===== src/rtl/srp_pkg.sv =====
package srp_pkg;
    typedef enum logic [1:0] {
        M_IDLE  = 2'd0,
        M_GUARD = 2'd1,
        M_READY = 2'd2
    } mode_e;

    localparam int STAT_W = 8;
endpackage


===== src/rtl/srp_sclk_sync.sv =====
module srp_sclk_sync #(
    parameter int STAGES = 2
) (
    input  logic clk,
    input  logic rst_n,
    input  logic sclk_i,
    output logic fall_o,
    output logic rise_o
);
    logic [STAGES:0] chain_d, chain_q;

    always_comb begin
        chain_d = {chain_q[STAGES-1:0], sclk_i};
    end

    always_ff @(posedge clk or negedge rst_n) begin
        if (!rst_n) chain_q <= '1;
        else        chain_q <= chain_d;
    end

    assign fall_o = chain_q[STAGES] & ~chain_q[STAGES-1];
    assign rise_o = ~chain_q[STAGES] & chain_q[STAGES-1];
endmodule


===== src/rtl/srp_word_pack.sv =====
module srp_word_pack
    import srp_pkg::*;
#(
    parameter int RES_W  = 24,
    localparam int WORD_W = RES_W + STAT_W
) (
    input  logic [RES_W-1:0]  res_i,
    input  logic              err_i,
    input  logic              filt_i,
    input  logic              gain_i,
    output logic [WORD_W-1:0] word_o
);
    logic [STAT_W-1:0] stat;

    // status order is fixed: ready, filter, error, id[1:0], gain, check[1:0]
    always_comb begin
        stat   = {1'b0, filt_i, err_i, 2'b01, gain_i, 2'b01};
        word_o = {res_i, stat};
    end
endmodule


===== src/rtl/serial_result_port.sv =====
module serial_result_port
    import srp_pkg::*;
#(
    parameter int RES_W       = 24,
    parameter int GUARD_CYC   = 4,
    parameter int SYNC_STAGES = 2
) (
    input  logic             clk,
    input  logic             rst_n,
    input  logic             powerdown,
    input  logic             cfg_change,
    input  logic             load_req,
    input  logic [RES_W-1:0] res_data,
    input  logic             res_err,
    input  logic             cfg_filter,
    input  logic             cfg_gain,
    input  logic             sclk,
    output logic             sdo,
    output logic             sdo_en
);
    localparam int WORD_W = RES_W + STAT_W;
    localparam int CNT_W  = $clog2(WORD_W + 1);
    localparam int GRD_W  = $clog2(GUARD_CYC + 1);

    typedef struct packed {
        mode_e             mode;
        logic              live;
        logic [WORD_W-1:0] shreg;
        logic [WORD_W-1:0] pend;
        logic [CNT_W-1:0]  cnt;
        logic [GRD_W-1:0]  grd;
    } st_t;

    localparam st_t ST_RST = '{mode: M_IDLE, live: 1'b0, shreg: '1,
                               pend: '0, cnt: '0, grd: '0};

    st_t st_d, st_q;
    logic sclk_fall, sclk_rise;
    logic [WORD_W-1:0] packed_w;
    logic [1:0] mode_w;
    logic [CNT_W-1:0] cnt_w;

    srp_sclk_sync #(.STAGES(SYNC_STAGES)) u_sync (
        .clk    (clk),
        .rst_n  (rst_n),
        .sclk_i (sclk),
        .fall_o (sclk_fall),
        .rise_o (sclk_rise)
    );

    srp_word_pack #(.RES_W(RES_W)) u_pack (
        .res_i  (res_data),
        .err_i  (res_err),
        .filt_i (cfg_filter),
        .gain_i (cfg_gain),
        .word_o (packed_w)
    );

    always_comb begin
        st_d = st_q;
        if (powerdown) begin
            st_d = ST_RST;
        end else begin
            st_d.live = 1'b1;
            if (cfg_change) begin
                st_d.mode  = M_IDLE;
                st_d.cnt   = '0;
                st_d.grd   = '0;
                st_d.shreg = '1;
            end else if (load_req) begin
                st_d.mode = M_GUARD;
                st_d.pend = packed_w;
                st_d.grd  = '0;
                st_d.cnt  = '0;
            end else begin
                unique case (st_q.mode)
                    M_GUARD: begin
                        if (st_q.grd == GRD_W'(GUARD_CYC - 1)) begin
                            st_d.mode  = M_READY;
                            st_d.shreg = st_q.pend;
                            st_d.cnt   = '0;
                        end else begin
                            st_d.grd = st_q.grd + 1'b1;
                        end
                    end
                    M_READY: begin
                        if (sclk_fall) begin
                            if (st_q.cnt == '0) begin
                                st_d.cnt = CNT_W'(1);
                            end else if (st_q.cnt < CNT_W'(WORD_W)) begin
                                st_d.shreg = {st_q.shreg[WORD_W-2:0], 1'b1};
                                st_d.cnt   = st_q.cnt + 1'b1;
                            end
                        end else if (sclk_rise && st_q.cnt == CNT_W'(WORD_W)) begin
                            st_d.mode = M_IDLE;
                            st_d.cnt  = '0;
                        end
                    end
                    default: ;
                endcase
            end
        end
    end

    always_ff @(posedge clk or negedge rst_n) begin
        if (!rst_n) st_q <= ST_RST;
        else        st_q <= st_d;
    end

    always_comb begin
        sdo_en = st_q.live;
        if (st_q.mode == M_READY)
            sdo = (st_q.cnt == '0) ? 1'b0 : st_q.shreg[WORD_W-1];
        else
            sdo = 1'b1;
    end

    assign mode_w = st_q.mode;
    assign cnt_w  = st_q.cnt;
endmodule


===== config.mk =====
export PLATFORM = sky130hd
export DESIGN_NAME = serial_result_port
export DESIGN_NICKNAME = d
export VERILOG_FILES = /design/src/rtl/srp_pkg.sv /design/src/rtl/srp_sclk_sync.sv /design/src/rtl/srp_word_pack.sv /design/src/rtl/serial_result_port.sv
export SDC_FILE = /design/constraint.sdc
export NUM_CORES = 1
export LEC_CHECK = 0
export CORE_ASPECT_RATIO = 2
export CORE_MARGIN = 4
export CORE_UTILIZATION = 45
export CTS_BUF_LIST = sky130_fd_sc_hd__clkbuf_2
export DETAILED_ROUTE_END_ITERATION = 10
export GPL_ROUTABILITY_DRIVEN = 0
export PLACE_DENSITY = 0.63
export RECOVER_POWER = 50
export SLEW_MARGIN = 20
export SYNTH_ARGS = -nofsm -noshare
export SYNTH_HDL_FRONTEND = slang
export SYNTH_HIERARCHICAL = 1
export SYNTH_SLANG_ARGS = --single-unit

===== constraint.sdc =====
create_clock -name clk -period 2.6 [get_ports clk]
set_clock_uncertainty 0.15 [all_clocks]
set_input_delay 0.26 -clock clk [delete_from_list [all_inputs] [get_ports clk]]
set_output_delay 0.26 -clock clk [all_outputs]
set_load 0.03 [all_outputs]

==> results.md <==
* Status: complete, but fails checks
* Violated checks: capacitance limit, slew limit
* PD cells at 508.5 nW/µm²
* Antenna violations before repair at 1
* Simple-gate portion of the synthesized area at 0.04744
* CP Data Required Time at 2.19 ns
* Endpoints failing setup at 0
* Global route overflow at 0
* Synth warn at 6
* CTS tree: yes
* Top FF cell, synth: dfrtp_1
* Chip width at 74.74 µm
* Global-route wire length before repair at 13340 µm
* Post-route setup TNS at 0 ns
* Critical path class: reg2out
* Tcrit/Tclk final at 0.9042
* Reg area at 2021 µm²
* # clock sinks at 79
* Fin crit period at 2.351 ns
* Post-CTS Setup Repair Bufs at 0
* Gate power share at 0.092
* Slowest stage cell, crit path: dfrtp_1
* Largest net degree at the start of global routing at between 70 and 80
* Clock Tree Buf Depth at 2
* CP cell instances: inv_1, ha_1, nor4b_4, nand2_1, nand2_1, nand2_1, clkbuf_2
* Die height at 141.5 µm
* Post-synth EDFFs at 0
* Num rows at 48
* WL final at 7794 µm
* HP Start: res_data[16]
* Cell Area, Synth at 4009 µm²
* Core area at 8648 µm²
* Clock Latency Late Sink at 0.52 ns
* CTS root buffer: clkbuf_2
* Post-DP HPWL at 5099 µm
* Slew @ Worst Pin at 1.784 ns
* Max incr delay on CP at 0.47 ns
* 1st-pass router iterations at 6
* Fmax at roughly 430 MHz
* Area grow syn2layout at 9.176%
* Hold WS at 0.1569 ns
* Fin. max-slew vios at 107
* Switching power at ~0.54 mW
* Max cap viols at 2
* Vias at ~2600
* Worst reg2reg startpoint: cnt_w[0]
* Unrepaired setup endpoints after global routing: no
* Pleak at 1.808 nW
* Initial drt markers at 204
* Io pins at 35
* Compound-Gate Fraction of Synth Area at 0.2372
* Nets at roughly 380
* Hold Vio Cnt, Final at 0
* Synth Area in Adders at 0.01873
* CP Capture Type: primary output
* Buffers on Ports at 34
* Post-synthesis sequential area ratio at 0.5041
* Die ar. at 10570 µm²
* Net Sw Frac at 0.2409
* Mapped Avg Cell Area at 11.90 µm²
* Crit path from: cnt_w[0]
* Multi-input gate area at about 1600 µm²
* CTS buffer count at 9
* Post-DR wirelength/cell at 17.40 µm
* Placed cell areas at roughly 4200 µm²
* Final instance area at 4377 µm²
* All-Layer GR Usage at 0.1660
* CP Data Arrival Time at around 1.9 ns
* CP Launch Type: flop
* CP max FO at 5
* Vias in the first global route at approximately 2800
* # DRC at 0
* Share of cells above drive strength 1 at 0.2680
* Routed Antenna Nets at 0
* Maximum vdd drop at 0.3024 mV
* Synth Area in XOR/XNOR at 0.002185
* Most frequent CP cell: nand2_1
* Via-per-instance ratio at between 5 and 6
* FF+latch count, synth at 79
* P_int at 1.689 mW
* Multiplexer area fraction after synthesis at 0.09051
* H-tree levels at 3
* Clock-pin slew on the worst setup and hold paths at 0.23 ns
* Post-Synthesis Cells at 337
* Distinct cells, synth at between 40 and 50
* Total power at between 2 and 2.5 mW
* Asr flop ratio synth at 1.000
* Filler cells at 823
* Clock network power share at 0.327
* Slew HR at -0.1894
* Worst Hold Class: in2reg
* Flop pwr share at 0.581
* Initial Util at 0.4635
* Largest family of logic cells by synthesized area: compound AO/OA/AOI/OAI gates
## sequential cells by signal, indices dropped and copies added (netlist names)
name	count
cnt_w	6
mode_w	2
sdo_en	1
st_q	67
u_sync/chain_q	3
## cells in the final DEF (no fill, tap or decap), types with 2 or more instances in the layout
master | netlist | routed
a211oi_1 | 3 | 3
clkinv_1 | 0 | 2
o211ai_2 | 20 | 20
o21a_1 | 2 | 2
o21ai_1 | 7 | 7
mux2i_1 | 34 | 34
nor3_1 | 2 | 2
dfrtp_1 | 44 | 44
o21ai_0 | 25 | 25
o211ai_1 | 12 | 12
dfstp_2 | 35 | 34
and3_1 | 2 | 2
ha_1 | 6 | 5
dlygate4sd3_1 | 0 | 4
or3_1 | 2 | 2
clkbuf_2 | 0 | 13
nand2_1 | 8 | 8
nor2_1 | 5 | 4
clkdlybuf4s50_1 | 0 | 30
bufinv_16 | 0 | 2
nand2b_1 | 4 | 4
o2bb2ai_1 | 3 | 3
inv_1 | 8 | 8
conb_1 | 2 | 5
a22o_1 | 32 | 32
o221ai_1 | 3 | 3
buf_4 | 32 | 12
## Yosys cell counts, drive strengths merged, types with 2 or more instances
cell,number,area (µm²)
nand2,8,30.03
dfrtp,44,1101
nand2b,4,25.02
mux2,2,22.52
o21a,3,30.02
buf,38,287.8
or3,2,12.51
mux2i,34,340.3
a211oi,3,22.52
clkbuf,20,75.07
and3,2,12.51
ha,6,75.07
a21oi,2,10.01
o211ai,32,340.3
nor2,5,18.77
a22o,32,280.3
conb,2,7.510
o221ai,3,26.28
o2bb2ai,3,26.28
dfstp,35,919.6
nor2b,2,20.02
inv,8,30.03
o21ai,32,160.2
nor3,2,10.01
## what timing repair did
item                       CTS  global route
resized for setup            2             2
hold endpoints to repair    45             0
setup endpoints to repair    1             1
cloned                       0             0
hold buffers                 2             0
## final timing paths
path	depth (start not counted)	to	slack (ns)
min in group asynchronous	2	cnt_w[2]	0.58
setup reg to reg	6	cnt_w[0]	0.30
hold / removal	2	st_q[33]	0.16
hold reg to reg	0	u_sync/chain_q[1]	0.23
max in group asynchronous	2	st_q[40]	0.65
setup / recovery	7	sdo	0.25
## final cells by class
cell class,instances,area share
inverter,8,0.006861
clock inverter,5,0.01715
tap,100,0.02859
antenna,1,0.0005718
clock buffer,11,0.01258
timing repair buffer,49,0.1015
multi-input combinational,195,0.3711
sequential,79,0.4617
## cells by family (layout without fill, tap and decap cells)
logic type,after synthesis,in the layout
other,2,6
muxes,36,36
buffers and inverters,66,73
xor gates and xnor gates,1,1
DFF,79,79
and+or+nand+nor,32,32
AOI/OAI and AO/OA,115,115
adders and majority gates,6,6
## power by group through the flow
stage	registers, mW	clock network, mW	logic [mW]
after floorplan	1.31	0	0.139
after global placement	1.31	0	0.204
after detailed placement	1.31	0	0.207
after CTS	1.30	0.760	0.211
after global routing	1.30	0.801	0.228
final	1.29	0.728	0.204
## worst max-delay path: cells and delay by family (launching register included)
| family | cells | cell delay (ns) |
|---|---|---|
| simple gates | 4 | 0.53 |
| flops | 1 | 0.47 |
| buf+inv | 2 | 0.27 |
| fa+ha+maj | 1 | 0.16 |
## stage by stage
step	instances	utilization	worst slack, ns
floorplan	340	-	0.4629
global placement	429	0.4887	0.1825
detailed placement	429	0.4887	0.1771
CTS	447	0.5069	0.02835
global route	448	0.5061	0.05404
finish	448	0.5061	0.2491
## metal layers
| layer | vias up | routed length, µm | global-route usage | share of wire |
|---|---|---|---|---|
| met3 | 17 | 252 | 0.04539 | 0.032 |
| met1 | 1308 | 3055 | 0.1810 | 0.39 |
| met2 | 47 | 4264 | 0.2845 | 0.55 |
| met5 | - | 0 | 0 | 0 |
| met4 | 0 | 223 | 0.08537 | 0.029 |
| li1 | 1216 | - | - | - |
Note: power is estimated with default switching activity, not from simulation.
